==> src/rtl/hdlc_rx_pkg.sv <==
package hdlc_rx_pkg;
   typedef enum logic [2:0] {
      RX_GOOD     = 3'd0,
      RX_BAD_FCS  = 3'd1,
      RX_SHORT    = 3'd2,
      RX_ABORT    = 3'd3,
      RX_MISALIGN = 3'd4
   } rx_status_e;
endpackage

==> src/rtl/hdlc_rx_deframe.sv <==
// Flag hunt, abort detection, zero removal and a hold-back that hides the flag prefix.
module hdlc_rx_deframe #(
   parameter int FLAG_ONES = 6
) (
   input  logic clk,
   input  logic rst_n,
   input  logic bit_en,
   input  logic bit_in,
   output logic dat_valid,
   output logic dat_bit,
   output logic close_evt,
   output logic abort_evt
);
   localparam int HOLD_BITS = FLAG_ONES + 1;
   localparam int CW        = $clog2(HOLD_BITS + 1);

   logic [CW-1:0]        ones_q;
   logic [CW-1:0]        pcnt_q;
   logic [HOLD_BITS-1:0] pend_q;
   logic                 hunt_q;
   logic                 at_flag, at_abort, at_stuff, is_data;

   always_comb begin
      at_flag   = bit_en && !bit_in && (ones_q == CW'(FLAG_ONES));
      at_abort  = bit_en &&  bit_in && (ones_q == CW'(FLAG_ONES));
      at_stuff  = bit_en && !bit_in && (ones_q == CW'(FLAG_ONES - 1));
      is_data   = bit_en && !hunt_q && !at_flag && !at_abort && !at_stuff;
      dat_valid = is_data && (pcnt_q == CW'(HOLD_BITS));
      dat_bit   = pend_q[0];
      close_evt = at_flag && !hunt_q;
      abort_evt = at_abort && !hunt_q;
   end

   always_ff @(posedge clk or negedge rst_n) begin
      if (!rst_n) begin
         ones_q <= '0;
         pcnt_q <= '0;
         pend_q <= '0;
         hunt_q <= 1'b1;
      end else if (bit_en) begin
         if (bit_in) begin
            if (ones_q != CW'(HOLD_BITS)) ones_q <= ones_q + 1'b1;
         end else begin
            ones_q <= '0;
         end
         if (at_flag) begin
            hunt_q <= 1'b0;
            pcnt_q <= '0;
         end else if (at_abort) begin
            hunt_q <= 1'b1;
            pcnt_q <= '0;
         end else if (is_data) begin
            pend_q <= {bit_in, pend_q[HOLD_BITS-1:1]};
            if (pcnt_q != CW'(HOLD_BITS)) pcnt_q <= pcnt_q + 1'b1;
         end
      end
   end
endmodule

==> src/rtl/hdlc_rx_crc.sv <==
// Bit-serial reflected CRC register.
module hdlc_rx_crc #(
   parameter int             W      = 16,
   parameter logic [W-1:0]   POLY_R = 16'h8408,
   parameter logic [W-1:0]   INIT   = 16'hFFFF
) (
   input  logic         clk,
   input  logic         rst_n,
   input  logic         clear,
   input  logic         step,
   input  logic         bit_in,
   output logic [W-1:0] crc
);
   logic [W-1:0] nxt;

   always_comb nxt = {1'b0, crc[W-1:1]} ^ ((crc[0] ^ bit_in) ? POLY_R : '0);

   always_ff @(posedge clk or negedge rst_n) begin
      if (!rst_n)     crc <= INIT;
      else if (clear) crc <= INIT;
      else if (step)  crc <= nxt;
   end
endmodule

==> src/rtl/hdlc_rx_framer.sv <==
// Byte assembly, address filter, two-byte hold-back and end-of-frame status.
module hdlc_rx_framer
   import hdlc_rx_pkg::*;
#(
   parameter int          MIN_BYTES = 4,
   parameter logic [7:0]  ALL_CALL  = 8'hFF,
   parameter logic [15:0] RESIDUE   = 16'hF0B8
) (
   input  logic        clk,
   input  logic        rst_n,
   input  logic        dat_valid,
   input  logic        dat_bit,
   input  logic        close_evt,
   input  logic        abort_evt,
   input  logic [15:0] crc,
   input  logic        cfg_two_byte,
   input  logic [7:0]  cfg_addr_a,
   input  logic [7:0]  cfg_addr_b,
   output logic        rx_valid,
   output logic [7:0]  rx_data,
   output logic        rx_sof,
   output logic        rx_eof,
   output logic [2:0]  rx_status,
   output logic [15:0] rx_fcs
);
   localparam int NB_W = $clog2(MIN_BYTES + 1);

   logic [2:0]      bcnt_q;
   logic [7:0]      sh_q, hold0_q, hold1_q, new_byte;
   logic [NB_W-1:0] nb_q;
   logic            busy_q, drop_q, m_exact_q, m_all_q, addr_b_ok;
   rx_status_e      st_next;

   always_comb begin
      new_byte  = {dat_bit, sh_q[7:1]};
      addr_b_ok = (m_exact_q && new_byte == cfg_addr_b) ||
                  (m_all_q && new_byte == ALL_CALL);
      if (abort_evt)                      st_next = RX_ABORT;
      else if (bcnt_q != 3'd0)            st_next = RX_MISALIGN;
      else if (nb_q < NB_W'(MIN_BYTES))   st_next = RX_SHORT;
      else if (crc != RESIDUE)            st_next = RX_BAD_FCS;
      else                                st_next = RX_GOOD;
   end

   always_ff @(posedge clk or negedge rst_n) begin
      if (!rst_n) begin
         bcnt_q <= '0; sh_q <= '0; hold0_q <= '0; hold1_q <= '0; nb_q <= '0;
         busy_q <= 1'b0; drop_q <= 1'b0; m_exact_q <= 1'b0; m_all_q <= 1'b0;
         rx_valid <= 1'b0; rx_data <= '0; rx_sof <= 1'b0; rx_eof <= 1'b0;
         rx_status <= '0; rx_fcs <= '0;
      end else begin
         rx_valid <= 1'b0;
         rx_sof   <= 1'b0;
         rx_eof   <= 1'b0;
         if (close_evt || abort_evt) begin
            if (busy_q && !drop_q) begin
               rx_eof    <= 1'b1;
               rx_status <= st_next;
               if (st_next == RX_GOOD || st_next == RX_BAD_FCS)
                  rx_fcs <= {hold1_q, hold0_q};
            end
            bcnt_q <= '0; nb_q <= '0; busy_q <= 1'b0; drop_q <= 1'b0;
            m_exact_q <= 1'b0; m_all_q <= 1'b0;
         end else if (dat_valid) begin
            busy_q <= 1'b1;
            sh_q   <= new_byte;
            bcnt_q <= bcnt_q + 1'b1;
            if (bcnt_q == 3'd7) begin
               hold1_q <= new_byte;
               hold0_q <= hold1_q;
               if (nb_q != NB_W'(MIN_BYTES)) nb_q <= nb_q + 1'b1;
               if (nb_q == '0) begin
                  m_exact_q <= (new_byte == cfg_addr_a);
                  m_all_q   <= (new_byte == ALL_CALL);
                  if (!cfg_two_byte && new_byte != cfg_addr_a && new_byte != ALL_CALL)
                     drop_q <= 1'b1;
               end
               if (nb_q == NB_W'(1) && cfg_two_byte && !addr_b_ok)
                  drop_q <= 1'b1;
               if (nb_q >= NB_W'(2) && !drop_q) begin
                  rx_valid <= 1'b1;
                  rx_data  <= hold0_q;
                  rx_sof   <= (nb_q == NB_W'(2));
               end
            end
         end
      end
   end
endmodule

==> src/rtl/hdlc_rx.sv <==
module hdlc_rx #(
   parameter int          FLAG_ONES = 6,
   parameter int          MIN_BYTES = 4,
   parameter logic [7:0]  ALL_CALL  = 8'hFF,
   parameter logic [15:0] RESIDUE   = 16'hF0B8,
   parameter logic [15:0] POLY_R    = 16'h8408
) (
   input  logic        clk,
   input  logic        rst_n,
   input  logic        bit_en,
   input  logic        bit_in,
   input  logic        cfg_two_byte,
   input  logic [7:0]  cfg_addr_a,
   input  logic [7:0]  cfg_addr_b,
   output logic        rx_valid,
   output logic [7:0]  rx_data,
   output logic        rx_sof,
   output logic        rx_eof,
   output logic [2:0]  rx_status,
   output logic [15:0] rx_fcs
);
   generate
      if (MIN_BYTES < 3) begin : g_bad_min
         $error("MIN_BYTES must cover the address byte and both check bytes");
      end
      if (FLAG_ONES < 2) begin : g_bad_flag
         $error("FLAG_ONES must be at least 2");
      end
   endgenerate

   logic        dat_valid, dat_bit, close_evt, abort_evt;
   logic [15:0] crc;

   hdlc_rx_deframe #(.FLAG_ONES(FLAG_ONES)) i_deframe (
      .clk(clk), .rst_n(rst_n), .bit_en(bit_en), .bit_in(bit_in),
      .dat_valid(dat_valid), .dat_bit(dat_bit),
      .close_evt(close_evt), .abort_evt(abort_evt));

   hdlc_rx_crc #(.W(16), .POLY_R(POLY_R), .INIT(16'hFFFF)) i_crc (
      .clk(clk), .rst_n(rst_n), .clear(close_evt || abort_evt),
      .step(dat_valid), .bit_in(dat_bit), .crc(crc));

   hdlc_rx_framer #(.MIN_BYTES(MIN_BYTES), .ALL_CALL(ALL_CALL), .RESIDUE(RESIDUE)) i_framer (
      .clk(clk), .rst_n(rst_n), .dat_valid(dat_valid), .dat_bit(dat_bit),
      .close_evt(close_evt), .abort_evt(abort_evt), .crc(crc),
      .cfg_two_byte(cfg_two_byte), .cfg_addr_a(cfg_addr_a), .cfg_addr_b(cfg_addr_b),
      .rx_valid(rx_valid), .rx_data(rx_data), .rx_sof(rx_sof), .rx_eof(rx_eof),
      .rx_status(rx_status), .rx_fcs(rx_fcs));
endmodule

==> config.mk <==
export PLATFORM = sky130hd
export DESIGN_NAME = hdlc_rx
export DESIGN_NICKNAME = d
export VERILOG_FILES = /design/src/rtl/hdlc_rx_pkg.sv /design/src/rtl/hdlc_rx_deframe.sv /design/src/rtl/hdlc_rx_crc.sv /design/src/rtl/hdlc_rx_framer.sv /design/src/rtl/hdlc_rx.sv
export SDC_FILE = /design/constraint.sdc
export NUM_CORES = 1
export LEC_CHECK = 0
export BUFFER_PORTS_ARGS = -buffer_cell sky130_fd_sc_hd__buf_2
export CAP_MARGIN = 25
export CORE_ASPECT_RATIO = 1.25
export CORE_UTILIZATION = 60
export CTS_BUF_LIST = sky130_fd_sc_hd__clkbuf_4
export DETAILED_ROUTE_END_ITERATION = 10
export PLACE_DENSITY = 0.82
export RECOVER_POWER = 50
export REMOVE_ABC_BUFFERS = 1
export SETUP_SLACK_MARGIN = 0.5
export SYNTH_ARGS = -nofsm -noshare
export SYNTH_HDL_FRONTEND = slang
export SYNTH_SLANG_ARGS = --single-unit
==> constraint.sdc <==
create_clock -name clk -period 3.1 [get_ports clk]
set_input_delay 0.155 -clock clk [delete_from_list [all_inputs] [get_ports clk]]
set_output_delay 0.155 -clock clk [all_outputs]
set_load 0.03 [all_outputs]
# Word level (Yosys, flattened, before mapping)

Cells that the tools add are included.

Magnitude comparators: 2
Mux-type cells: 47
Bitwise gates (word level): 5
Reduce and logical (&&, ||, !) cells: 55
Eq/ne operators: 17
Add/subtract/negate cells: 4

Operators with widths:

| operator               | count |
|---|---|
| $mux W16               | 3 |
| $mux W3                | 15 |
| $mux W1                | 29 |
| $logic_and A1 B1 Y1    | 20 |
| $eq A8 B8 Y1           | 2 |
| $ne A16 B16 Y1 const B | 1 |
| $xor A15 B16 Y16       | 1 |
| $reduce_and A3 Y1      | 5 |
| $reduce_bool A3 Y1     | 5 |
| $add A3 B1 Y3 const B  | 4 |
| $eq A3 B3 Y1 const B   | 4 |
| $reduce_and A4 Y1      | 3 |
| $reduce_bool A2 Y1     | 5 |
| $ne A3 B3 Y1 const B   | 3 |
| $eq A8 B8 Y1 const B   | 1 |
| $logic_not A1 Y1       | 8 |
| $ne A8 B8 Y1           | 1 |
| $ne A8 B8 Y1 const B   | 1 |
| $reduce_and A2 Y1      | 4 |
| $eq A3 B1 Y1 const B   | 2 |
| $logic_not A3 Y1       | 2 |
| $eq A3 B2 Y1 const B   | 1 |
| $ge A3 B2 Y1 const B   | 1 |
| $logic_or A1 B1 Y1     | 3 |
| other kinds (4)        | 6 |

Output and inout port bits: 30
Bits in registers: 94
Logic and storage cells: 150
Bits of input ports: 21

# Logic depth before layout (Yosys ltp)

Gate-level depths: netlist of run 1.

Depth after elaboration: 10
Depth in mapped cells: 9
Gate-level depth less buffers: 7

# Modules after synthesis

From an unflattened synthesis of run 1, not the netlist that was laid out.

Cell total of the unflattened synthesis: 325
Area total of the unflattened synthesis: 4272.8 µm²

Modules (own cells, without submodules):

| module          | cells an instance | seq. area each (µm²) | times used | area each (µm²) |
|---|---|---|---|---|
| hdlc_rx_framer  | 206               | 1576.5               | 1          | 2790.2 |
| hdlc_rx_crc     | 56                | 420.4                | 1          | 740.7 |
| hdlc_rx_deframe | 62                | 351.6                | 1          | 735.7 |
| hdlc_rx         | 1                 | 0.0                  | 1          | 6.3 |

# Worst setup path before layout of run 1

No wires, ideal clock.

Path type: register to register
Start point: register i_deframe.ones_q[0]
End point: register i_framer.rx_data[0]
Cell stages (with the launch flop): 8
Data arrival time: 2124 ps
Setup time: 125 ps
Buffers on the path: 0
Data required time: 2975 ps
Slack: 851 ps
Clock period less this slack: 2249 ps
Path through: dfrtp_1 > inv_1 > ha_1 > and2_1 > nor4_4 > nand2_4 > a211oi_4 > mux2_2

Cells in the longest elaborated chain, start to end: 8
Elaborated cells between the ends (all ways): 17
Classes of those cells: eq/ne (2); bitwise (1); reduce/logical (14)

RTL lines:

| what                                   | line                                         | text |
|---|---|---|
| start: declaration                     | hdlc_rx_deframe.sv:17                        | `logic [CW-1:0] ones_q;` |
| start signal: assignment               | hdlc_rx_deframe.sv:42                        | `if (ones_q != CW'(HOLD_BITS)) ones_q <= ones_q + 1'b1;` |
| $eq A3 B3 Y1                           | hdlc_rx_deframe.sv:24, hdlc_rx_deframe.sv:25 |  |
| $logic_and A1 B1 Y1                    | hdlc_rx_deframe.sv:24                        | `at_flag = bit_en && !bit_in && (ones_q == CW'(FLAG_ONES));` |
| $logic_not A1 Y1                       | hdlc_rx_deframe.sv:27                        | `is_data = bit_en && !hunt_q && !at_flag && !at_abort && !at_stuff;` |
| $logic_and A1 B1 Y1 (3 in a row)       | hdlc_rx_deframe.sv:27                        |  |
| $logic_and A1 B1 Y1                    | hdlc_rx_deframe.sv:28                        | `dat_valid = is_data && (pcnt_q == CW'(HOLD_BITS));` |
| $reduce_and A4 Y1 (no source line) (*) | n/a                                          |  |
| end signal: assignment                 | hdlc_rx_framer.sv:82                         | `rx_data <= hold0_q;` |
| end: declaration                       | hdlc_rx_framer.sv:20                         | `output logic [7:0] rx_data,` |

Every way passes the cells marked *; elsewhere a longest branch is shown, timed or not.
A chain may end at the register's enable or synchronous reset.

# Final worst setup path of run 1

Start point: register i_deframe.ones_q[0]
End point: register i_framer.m_all_q

Cells in the longest elaborated chain, start to end: 9
Elaborated cells between the ends (all ways): 20
Classes of those cells: eq/ne (2); mux (1); reduce/logical (17)

RTL lines:

| what                                | line                                         | text |
|---|---|---|
| $eq A3 B3 Y1                        | hdlc_rx_deframe.sv:24, hdlc_rx_deframe.sv:25 |  |
| $logic_and A1 B1 Y1                 | hdlc_rx_deframe.sv:24                        |  |
| $logic_not A1 Y1                    | hdlc_rx_deframe.sv:27                        |  |
| $logic_and A1 B1 Y1 (3 in a row)    | hdlc_rx_deframe.sv:27                        |  |
| $logic_and A1 B1 Y1                 | hdlc_rx_deframe.sv:28                        |  |
| $reduce_bool A2 Y1 (no source line) | n/a                                          |  |
| $reduce_and A3 Y1 (no source line)  | n/a                                          |  |
| end signal: assignment              | hdlc_rx_framer.sv:74                         | `m_all_q <= (new_byte == ALL_CALL);` |
| end: declaration                    | hdlc_rx_framer.sv:31                         | `logic busy_q, drop_q, m_exact_q, m_all_q, addr_b_ok;` |

Parallel ways exist; a longest one is shown, timed or not.

==> impl_metrics.yaml, run 1 <==
run_status:
  outcome: "finished, final reports clean"
worst_setup_path:
  crit_top_cell: "and2_1"
  cpLargestDelayFamily: "simple AND/OR/NAND/NOR gates"
  worst_setup_path_end_kind: "register"
  critical_path_class: "reg2reg"
  start_kind: "register"
  crit_required_ns: 3.42
  max_stage_delay_ns: 0.44
  path_max_fanout: 45
  cp_data_arrival_time_ns: 2.72
  path_buf_inv: 2
  crit_chain: "inv_1, ha_1, and2_1, nor4_4, buf_6, and2_1, and3_1, mux2_2"
  crit_path_top_delay_cell: "dfrtp_1"
route:
  vias_per_cell: 5.53
  first_pass_iters: 5
  drtIter0Drc: 261
  postRouteAntennaNets: 0
  vias: 2959
  routed_wl_mm: 7.93
  drc: 0
  wire_per_inst_um: 14.8
floorplan:
  rows: 33
  core_um2: 6650
  die_h_um: 95.2
  die_x_um: 76.5
  initial_core_util_pct: 62.7
  die_area_um2: 7280
  io_pins: 51
timing:
  worstMarginPinSlew_ns: 1.43
  finalCritPeriodShare_pct: 77.5
  setup_tns_ns: 0
  final_hold_viol_count: 0
  slew_violations: 0
  relSlewSlack_pct: 4.99
  fin_worst_skew_ns: 0.0151
  finalSetupViolations: 0
  max_freq_mhz: 416
  rsz0062_at_grt: "no"
  fin_crit_ns: 2.40
logic_synthesis:
  synth_mux_area_share_pct: 9.37
  yosys.area_share.adder_pct: 3.60
  yosysWarningCount: 0
  syn_avg_cell_area_um2: 10.5
  syn-cell-area_um2: 4170
  yosys_register_bits: 93
  synthTopCellsByArea: "dfrtp_1, dfstp_2, nand2_1"
  synth.most_common_cell: "nand2_1"
  synth_top_family_by_area: "simple AND/OR/NAND/NOR gates"
  synth-compound-area-share_pct: 5.68
  synth-simple-area-share_pct: 17.8
  synthArstFlopShare_pct: 100
  synth_top_area_cell: "dfrtp_1"
  synth_ff_type: "dfrtp_1"
  synth_top_area_share_pct: 45.7
  synth_xor_area_share_pct: 4.00
  synth_edf_count: 0
  syn_inst: 395
  yosys-top-cells-count: "nand2_1, dfrtp_1, mux2_2"
  synth_cell_type_count: 41
  ys_seq_area_share_pct: 56.4
cells_and_area:
  area_delta_synth_final_pct: 11.0
  antenna_cells: 0
  final_core_util_pct: 69.5
  drive_gt1_share_pct: 23.9
  finish.instance_area_um2: 4620
  finalNetCount: 476
clock_network:
  clk_pin_slew_ns: 0.14
  clk_latency_ns: 0.43
  clock-sinks: 93
  cts.path.max_buffers: 2
  cts_tree: "done"
  htreeDepth: 3
  clock-root-buffer: "clkbuf_4"
  cts_buffers: 9
global_route:
  grt_pass1_wl_mm: 13.6
  grt_usage_pct: 24.1
  grt_max_degree: 61
  grt_pass1_vias: 2945
  antenna_found_initial: 0
  grt-ovfl-total: 0
placed_design:
  gp_congestion: 0.771
  place_hpwl_mm: 5.69
  placed_cell_area_um2: 4480
  io_buffers: 50
power_and_ir_drop:
  ir_drop_mv: 0.371
  power_leakage_nw: 2.34
  power_density_nw_per_um2: 612
worst_hold_path:
  worstHoldPathType: "in2reg"
job:
  drv_cap: 0
cell type report:
| class | count | area, µm² |
|---|---|---|
| inverter | 13 | 48.8 |
| tap | 87 | 109 |
| timing repair buffer | 58 | 304 |
| clock buffer | 9 | 67.6 |
| fill | 506 | 2030 |
| clock inverter | 7 | 50.0 |
| sequential | 93 | 2350 |
| multi-input combinational | 268 | 1690 |
cells by family (layout without fill, tap and decap cells):
kind of cell | Yosys count | after routing
buffers and inverters | 34 | 87
AO/OA/AOI/OAI | 39 | 39
XOR/XNOR | 19 | 19
flip-flops | 93 | 93
adder cells (fa/ha/maj) | 12 | 12
AND/OR/NAND/NOR | 163 | 163
multiplexers | 35 | 35
where the power goes:
group / internal, W / switching, W / leakage, nW
combinational: 0.000251 / 0.000299 / 1.07
clock: 0.000168 / 0.000406 / 0.0604
sequential: 0.00151 / 0.000197 / 1.21
total: 0.00193 / 0.000903 / 2.34
routing by layer:
| metal | vias up | share of wire (%) | GRT usage, % |
|---|---|---|---|
| li1 | 1409 | - | - |
| met1 | 1457 | 44 | 30.8 |
| met2 | 81 | 50 | 41.2 |
| met3 | 12 | 4.9 | 3.16 |
| met4 | 0 | 1.7 | 11.2 |
| met5 | - | 0 | 0 |
metrics by stage:
stage	setup slack, ns	hold slack (ns)	total power, W	std cells
2_1_floorplan	-0.119	-0.141	0.00207	374
3_3_place_gp	0.720	0.253	0.00222	516
3_5_place_dp	0.630	0.254	0.00228	516
4_1_cts	0.606	0.00419	0.00285	534
5_1_grt	0.516	0.0348	0.00300	535
6_report	0.699	0.0305	0.00283	535
sequential cells by signal, summed over array words and instances, names as in the netlist:
name / flops
i_crc.crc: 16
i_framer.rx_fcs: 16
i_framer.hold0_q: 8
i_framer.hold1_q: 8
i_framer.rx_data: 8
i_deframe.pend_q: 7
i_framer.sh_q: 7
i_deframe.ones_q: 3
i_deframe.pcnt_q: 3
i_framer.bcnt_q: 3
i_framer.nb_q: 3
i_framer.rx_status: 3
i_deframe.hunt_q: 1
i_framer.busy_q: 1
i_framer.drop_q: 1
i_framer.m_all_q: 1
i_framer.m_exact_q: 1
i_framer.rx_eof: 1
i_framer.rx_sof: 1
i_framer.rx_valid: 1
repair_timing:
action | in CTS | in global routing
hold buffers | 2 | 0
setup endpoints to repair | 0 | 26
setup buffers | 0 | 1
resized for setup | 0 | 2
hold endpoints to repair | 44 | 0
cells in the final DEF, fill, tap and decap left out, types with 9 or more instances in the layout:
cell	instances
inv_1	13
dfstp_2	17
mux2_2	32
clkbuf_4	9
clkbuf_1	18
o21ai_0	22
dfrtp_1	76
xor2_1	17
nor2_1	20
ha_1	12
buf_2	33
nand2_1	107
worst reg2reg max path: stages, from the launching register on:
cell	delay [ns]
dfrtp_1	0.44
inv_1	0.06
ha_1	0.21
and2_1	0.20
nor4_4	0.32
buf_6	0.32
and2_1	0.18
and3_1	0.22
mux2_2	0.34
path summary, 6_finish.rpt:
path | cells past startpoint | from | slack [ns] | to
max | 8 | i_deframe.ones_q[0] | 0.70 | i_framer.m_all_q
min | 2 | bit_in | 0.03 | i_framer.rx_status[2]
max reg2reg | 8 | i_deframe.ones_q[0] | 0.70 | i_framer.m_all_q
min reg2reg | 2 | i_crc.crc[10] | 0.49 | i_crc.crc[9]
max in group asynchronous | 3 | rst_n | 1.01 | i_deframe.pend_q[5]
min in group asynchronous | 2 | rst_n | 0.58 | i_framer.hold0_q[0]
No activity file was read; power rests on OpenSTA's default activity.
==> inputs of run 2 (changes only) <==
ABC_AREA = 1   (was unset)
clock period = 2.47 ns   (was 3.1 ns; I/O delays follow)
==> impl_metrics.yaml, run 2 <==
global_route:
  antenna_found_initial: 1
  grt_max_degree: 83
  grt-ovfl-total: 0
  grt_usage_pct: 23.6
  grt_pass1_vias: 3096
  grt_pass1_wl_mm: 13.5
cells_and_area:
  layout_common_cells: "nand2_1, dfrtp_1, inv_1"
  final-seq-area_um2: 2350
  final_core_util_pct: 73.6
  area_delta_synth_final_pct: 15.6
  finalNetCount: 555
  largest_registers: "i_crc.crc (16), i_framer.rx_fcs (16)"
  mostFrequentLayoutCell: "nand2_1"
  multiInputGateArea_um2: 1620
  drive_gt1_share_pct: 22.6
  n_fill_cell: 509
  finish.instance_area_um2: 4920
route:
  vias: 3252
  drtIter0Drc: 254
  routed_wl_mm: 8.61
  wire_per_inst_um: 14.0
  postRouteAntennaNets: 0
  vias_per_cell: 5.29
  drc: 0
  first_pass_iters: 4
timing:
  relSlewSlack_pct: 37.9
  setup_tns_ns: 0
  fin_worst_skew_ns: 0.0257
  slew_violations: 0
  hold_slack_ns: 0.157
  rsz0062_at_grt: "yes"
  fin_crit_ns: 1.94
  finalSetupViolations: 0
  final_hold_viol_count: 0
  worstMarginPinSlew_ns: 0.931
  finalCritPeriodShare_pct: 78.6
  max_freq_mhz: 515
placed_design:
  placed_cell_area_um2: 4570
  gp_congestion: 0.849
  place_hpwl_mm: 5.50
  io_buffers: 50
logic_synthesis:
  synth_top_area_share_pct: 44.7
  yosys_register_bits: 93
  ys_seq_area_share_pct: 55.2
  synth_cell_type_count: 34
  syn_avg_cell_area_um2: 9.40
  synthTopCellsByArea: "dfrtp_1, dfstp_2, nand2_1"
  synth_top_area_cell: "dfrtp_1"
  synth.most_common_cell: "nand2_1"
  synth_edf_count: 0
  yosysWarningCount: 0
  syn_inst: 453
  syn-cell-area_um2: 4260
  yosys-top-cells-count: "nand2_1, dfrtp_1, inv_1"
  synthArstFlopShare_pct: 100
  synth_ff_type: "dfrtp_1"
worst_setup_path:
  start_kind: "register"
  cp_data_arrival_time_ns: 2.27
  crit_required_ns: 2.80
  r2r-start: "i_deframe.ones_q[0]"
  ff2ff_path_depth: 12
  critical_path_class: "reg2reg"
  crit_start: "i_deframe.ones_q[0]"
  path_max_fanout: 5
  worst_setup_path_end_kind: "register"
worst_hold_path:
  hp-start: "cfg_addr_a[4]"
  worstHoldPathType: "in2reg"
  hold_depth: 6
floorplan:
  rows: 33
  die_area_um2: 7440
  core_um2: 6690
  die_h_um: 96.2
  die_x_um: 77.3
  io_pins: 51
  initial_core_util_pct: 63.6
power_and_ir_drop:
  ir_drop_mv: 0.444
  power_density_nw_per_um2: 759
  power.total_w: 0.00373
  power_leakage_nw: 2.45
clock_network:
  clk_pin_slew_ns: 0.14
  clock-sinks: 93
  cts.path.max_buffers: 2
  cts_tree: "done"
  clk_latency_ns: 0.44
  cts_buffers: 9
  htreeDepth: 3
  clock-root-buffer: "clkbuf_4"
run_status:
  outcome: "finished, final reports clean"
job:
  drv_cap: 0
## run 2: layout make-up
type                       count  area share [%]
antenna                        1          0.0509
clock buffer                  10            1.53
clock inverter                 6            1.60
inverter                      77            5.93
multi-input combinational    273            32.9
sequential                    93            47.7
tap                           87            2.21
timing repair buffer          68            8.01
## run 2: worst paths after layout
path	endpoint	slack, ns
max	i_framer.rx_status[0]	0.53
min	i_framer.m_exact_q	0.16
max reg2reg	i_framer.rx_status[0]	0.53
min reg2reg	i_deframe.pend_q[3]	0.50
max in group asynchronous	i_framer.bcnt_q[1]	0.66
min in group asynchronous	i_framer.rx_fcs[0]	0.34
## run 2: worst max-delay path: stages (launching register included)
cell and delay [ns]:
dfrtp_1 0.43, inv_1 0.08, ha_1 0.17, nand2_2 0.07
nor2_1 0.13, inv_2 0.08, nor2_4 0.18, nand3_4 0.12
nor2_4 0.17, buf_6 0.14, buf_4 0.11, buf_4 0.10
a21oi_1 0.06
## run 2: what timing repair did
action	in CTS	in global routing
hold endpoints to repair	79	0
setup buffers	0	8
pin swaps	0	4
hold buffers	5	0
resized for setup	2	16
setup endpoints to repair	16	71
cloned	0	2
## run 2: per-stage QoR
step	cells	setup WS [ns]
2_1_floorplan	441	0.338
3_3_place_gp	582	0.463
3_5_place_dp	582	0.271
4_1_cts	603	0.516
5_1_grt	615	0.303
6_report	615	0.528
## run 2: report_power, final
part           switching [W]  leakage (nW)  internal [W]  total [W]
Sequential          0.000194          1.20       0.00181    0.00200
Combinational       0.000509          1.16      0.000324   0.000833
Clock               0.000486        0.0876      0.000415   0.000901
## run 2: cells by family after synthesis
logic type | share of synthesized area [%]
AND/OR/NAND/NOR | 16.5
AO/OA/AOI/OAI | 13.9
flip-flops | 55.2
buffers and inverters | 8.70
adder cells (fa/ha/maj) | 3.53
XOR/XNOR | 2.26
## run 2: routing by layer
layer,track usage [%],share of wire [%],up-vias
li1,-,-,1587
met1,27.8,41,1566
met2,41.6,52,77
met3,4.55,4.4,22
met4,11.5,3.1,0
met5,0,0,-
==> inputs of run 3 (changes only) <==
ABC_AREA = 0   (was 1)
clock period = 1.9 ns   (was 2.47 ns; I/O delays follow)
==> impl_metrics.yaml, run 3 (same netlist as run 1, synthesis figures left out) <==
global_route:
  grt_usage_pct: 28.2
  antenna_found_initial: 0
  grt_pass1_wl_mm: 15.6
  grt_max_degree: 48
  grt-ovfl-total: 0
  grt_pass1_vias: 3225
timing:
  fin_worst_skew_ns: 0.0167
  fin_crit_ns: 2.21
  final_hold_viol_count: 0
  finalCritPeriodShare_pct: 116
  max_freq_mhz: 453
  finalSetupViolations: 56
  worstMarginPinSlew_ns: 1.16
  setup_slack_ns: -0.309
  hold_slack_ns: 0.00588
  slew_violations: 0
  relSlewSlack_pct: 22.4
  rsz0062_at_grt: "yes"
floorplan:
  rows: 33
  initial_core_util_pct: 62.7
  die_x_um: 76.5
  die_h_um: 95.2
  io_pins: 51
  core_um2: 6650
  die_area_um2: 7280
worst_setup_path:
  worst_setup_path_end_kind: "register"
  path_max_fanout: 9
  cp_data_arrival_time_ns: 2.57
  crit_required_ns: 2.26
  crit_start: "i_deframe.ones_q[1]"
  r2r_end: "i_framer.rx_data[2]"
  critical_path_class: "reg2reg"
  reg2reg_slack_ns: -0.31
  start_kind: "register"
  ff2ff_path_depth: 8
  r2r-start: "i_deframe.ones_q[1]"
cells_and_area:
  mostFrequentLayoutCell: "nand2_1"
  drive_gt1_share_pct: 47.7
  area_delta_synth_final_pct: 36.1
  n_fill_cell: 297
  layout_common_cells: "nand2_1, dfrtp_1, buf_2"
  finalNetCount: 537
  largest_registers: "i_crc.crc (16), i_framer.rx_fcs (16)"
  antenna_cells: 0
route:
  drtIter0Drc: 350
  drc: 0
  first_pass_iters: 6
  routed_wl_mm: 13.3
  postRouteAntennaNets: 0
  wire_per_inst_um: 22.3
  vias: 3708
  vias_per_cell: 6.22
power_and_ir_drop:
  power_density_nw_per_um2: 983
  power.total_w: 0.00558
  ir_drop_mv: 0.794
  power_leakage_nw: 2.89
placed_design:
  dp_worst_setup_slack_ns: -0.204
  place_hpwl_mm: 6.06
  gp_congestion: 0.810
  io_buffers: 50
worst_hold_path:
  hold_end: "i_deframe.hunt_q"
  hp-start: "bit_en"
  worstHoldPathType: "in2reg"
  hold_depth: 3
clock_network:
  clock-sinks: 93
  cts_buffers: 9
  cts.path.max_buffers: 2
  cts_tree: "done"
  clk_latency_ns: 0.46
  clock-root-buffer: "clkbuf_4"
  htreeDepth: 3
  clk_pin_slew_ns: 0.14
run_status:
  outcome: "finished, violations left"
  violations: "negative setup slack"
job:
  drv_cap: 0
==> run 3: how the worst max path moves through the flow <==
| stage | cells after the start | slack (ns) | endpoint |
|---|---|---|---|
| after floorplan | 7 | -1.32 | i_framer.m_all_q |
| after global placement | 8 | -0.12 | i_framer.rx_data[3] |
| after detailed placement | 8 | -0.20 | i_framer.rx_data[2] |
| after CTS | 9 | -0.18 | i_framer.nb_q[1] |
| after global routing | 8 | -0.34 | i_framer.rx_data[7] |
| final | 8 | -0.31 | i_framer.rx_data[2] |
==> run 3: per-stage QoR <==
step	setup TNS (ns)	util, %	area [µm²]	std cells
after floorplan	-56.05	-	4080	374
after global placement	-1.06	70.6	4690	541
after detailed placement	-2.55	70.6	4690	541
after CTS	-2.89	78.0	5180	579
after global routing	-12.42	85.3	5670	596
final	-8.75	85.3	5670	596
==> run 3: layer usage <==
metal / up-vias / share of wire, % / GRT usage [%]
met5: - / 0 / 0
li1: 1535 / - / -
met2: 251 / 51 / 49.8
met3: 74 / 7.2 / 4.50
met4: 0 / 5.5 / 14.6
met1: 1848 / 36 / 33.5
==> run 3: power breakdown <==
part | switching, W | total (W) | internal [W]
Sequential | 0.000429 | 0.00289 | 0.00246
Combinational | 0.000813 | 0.00160 | 0.000791
Clock | 0.000675 | 0.00108 | 0.000404
Total | 0.00192 | 0.00558 | 0.00366
==> run 3: area by class of cell <==
cell class              count  area [µm²]  share of cell area [%]
clock buffers              10        75.1                    1.32
clock inverters             6        55.1                   0.971
inverters                  13        48.8                   0.861
multi-input cells         268        2020                    35.6
flip-flops and latches     93        2350                    41.4
well taps                  87         109                    1.92
repair buffers            119        1010                    17.9
==> run 3: what timing repair did <==
item / 4_1_cts / 5_1_grt
pin swaps: 7 / 31
hold buffers: 4 / 0
hold endpoints to repair: 33 / 0
buffers inserted: 17 / 13
gates resized for setup: 41 / 102
gates cloned: 1 / 4
setup endpoints to repair: 89 / 92
==> run 3: worst max-delay path, stage by stage, from the launching register on <==
cell,delay [ns]
dfrtp_1,0.45
inv_2,0.08
ha_4,0.16
and3b_2,0.22
nor4_4,0.33
nand2_4,0.12
a211oi_4,0.25
buf_12,0.19
mux2_4,0.31
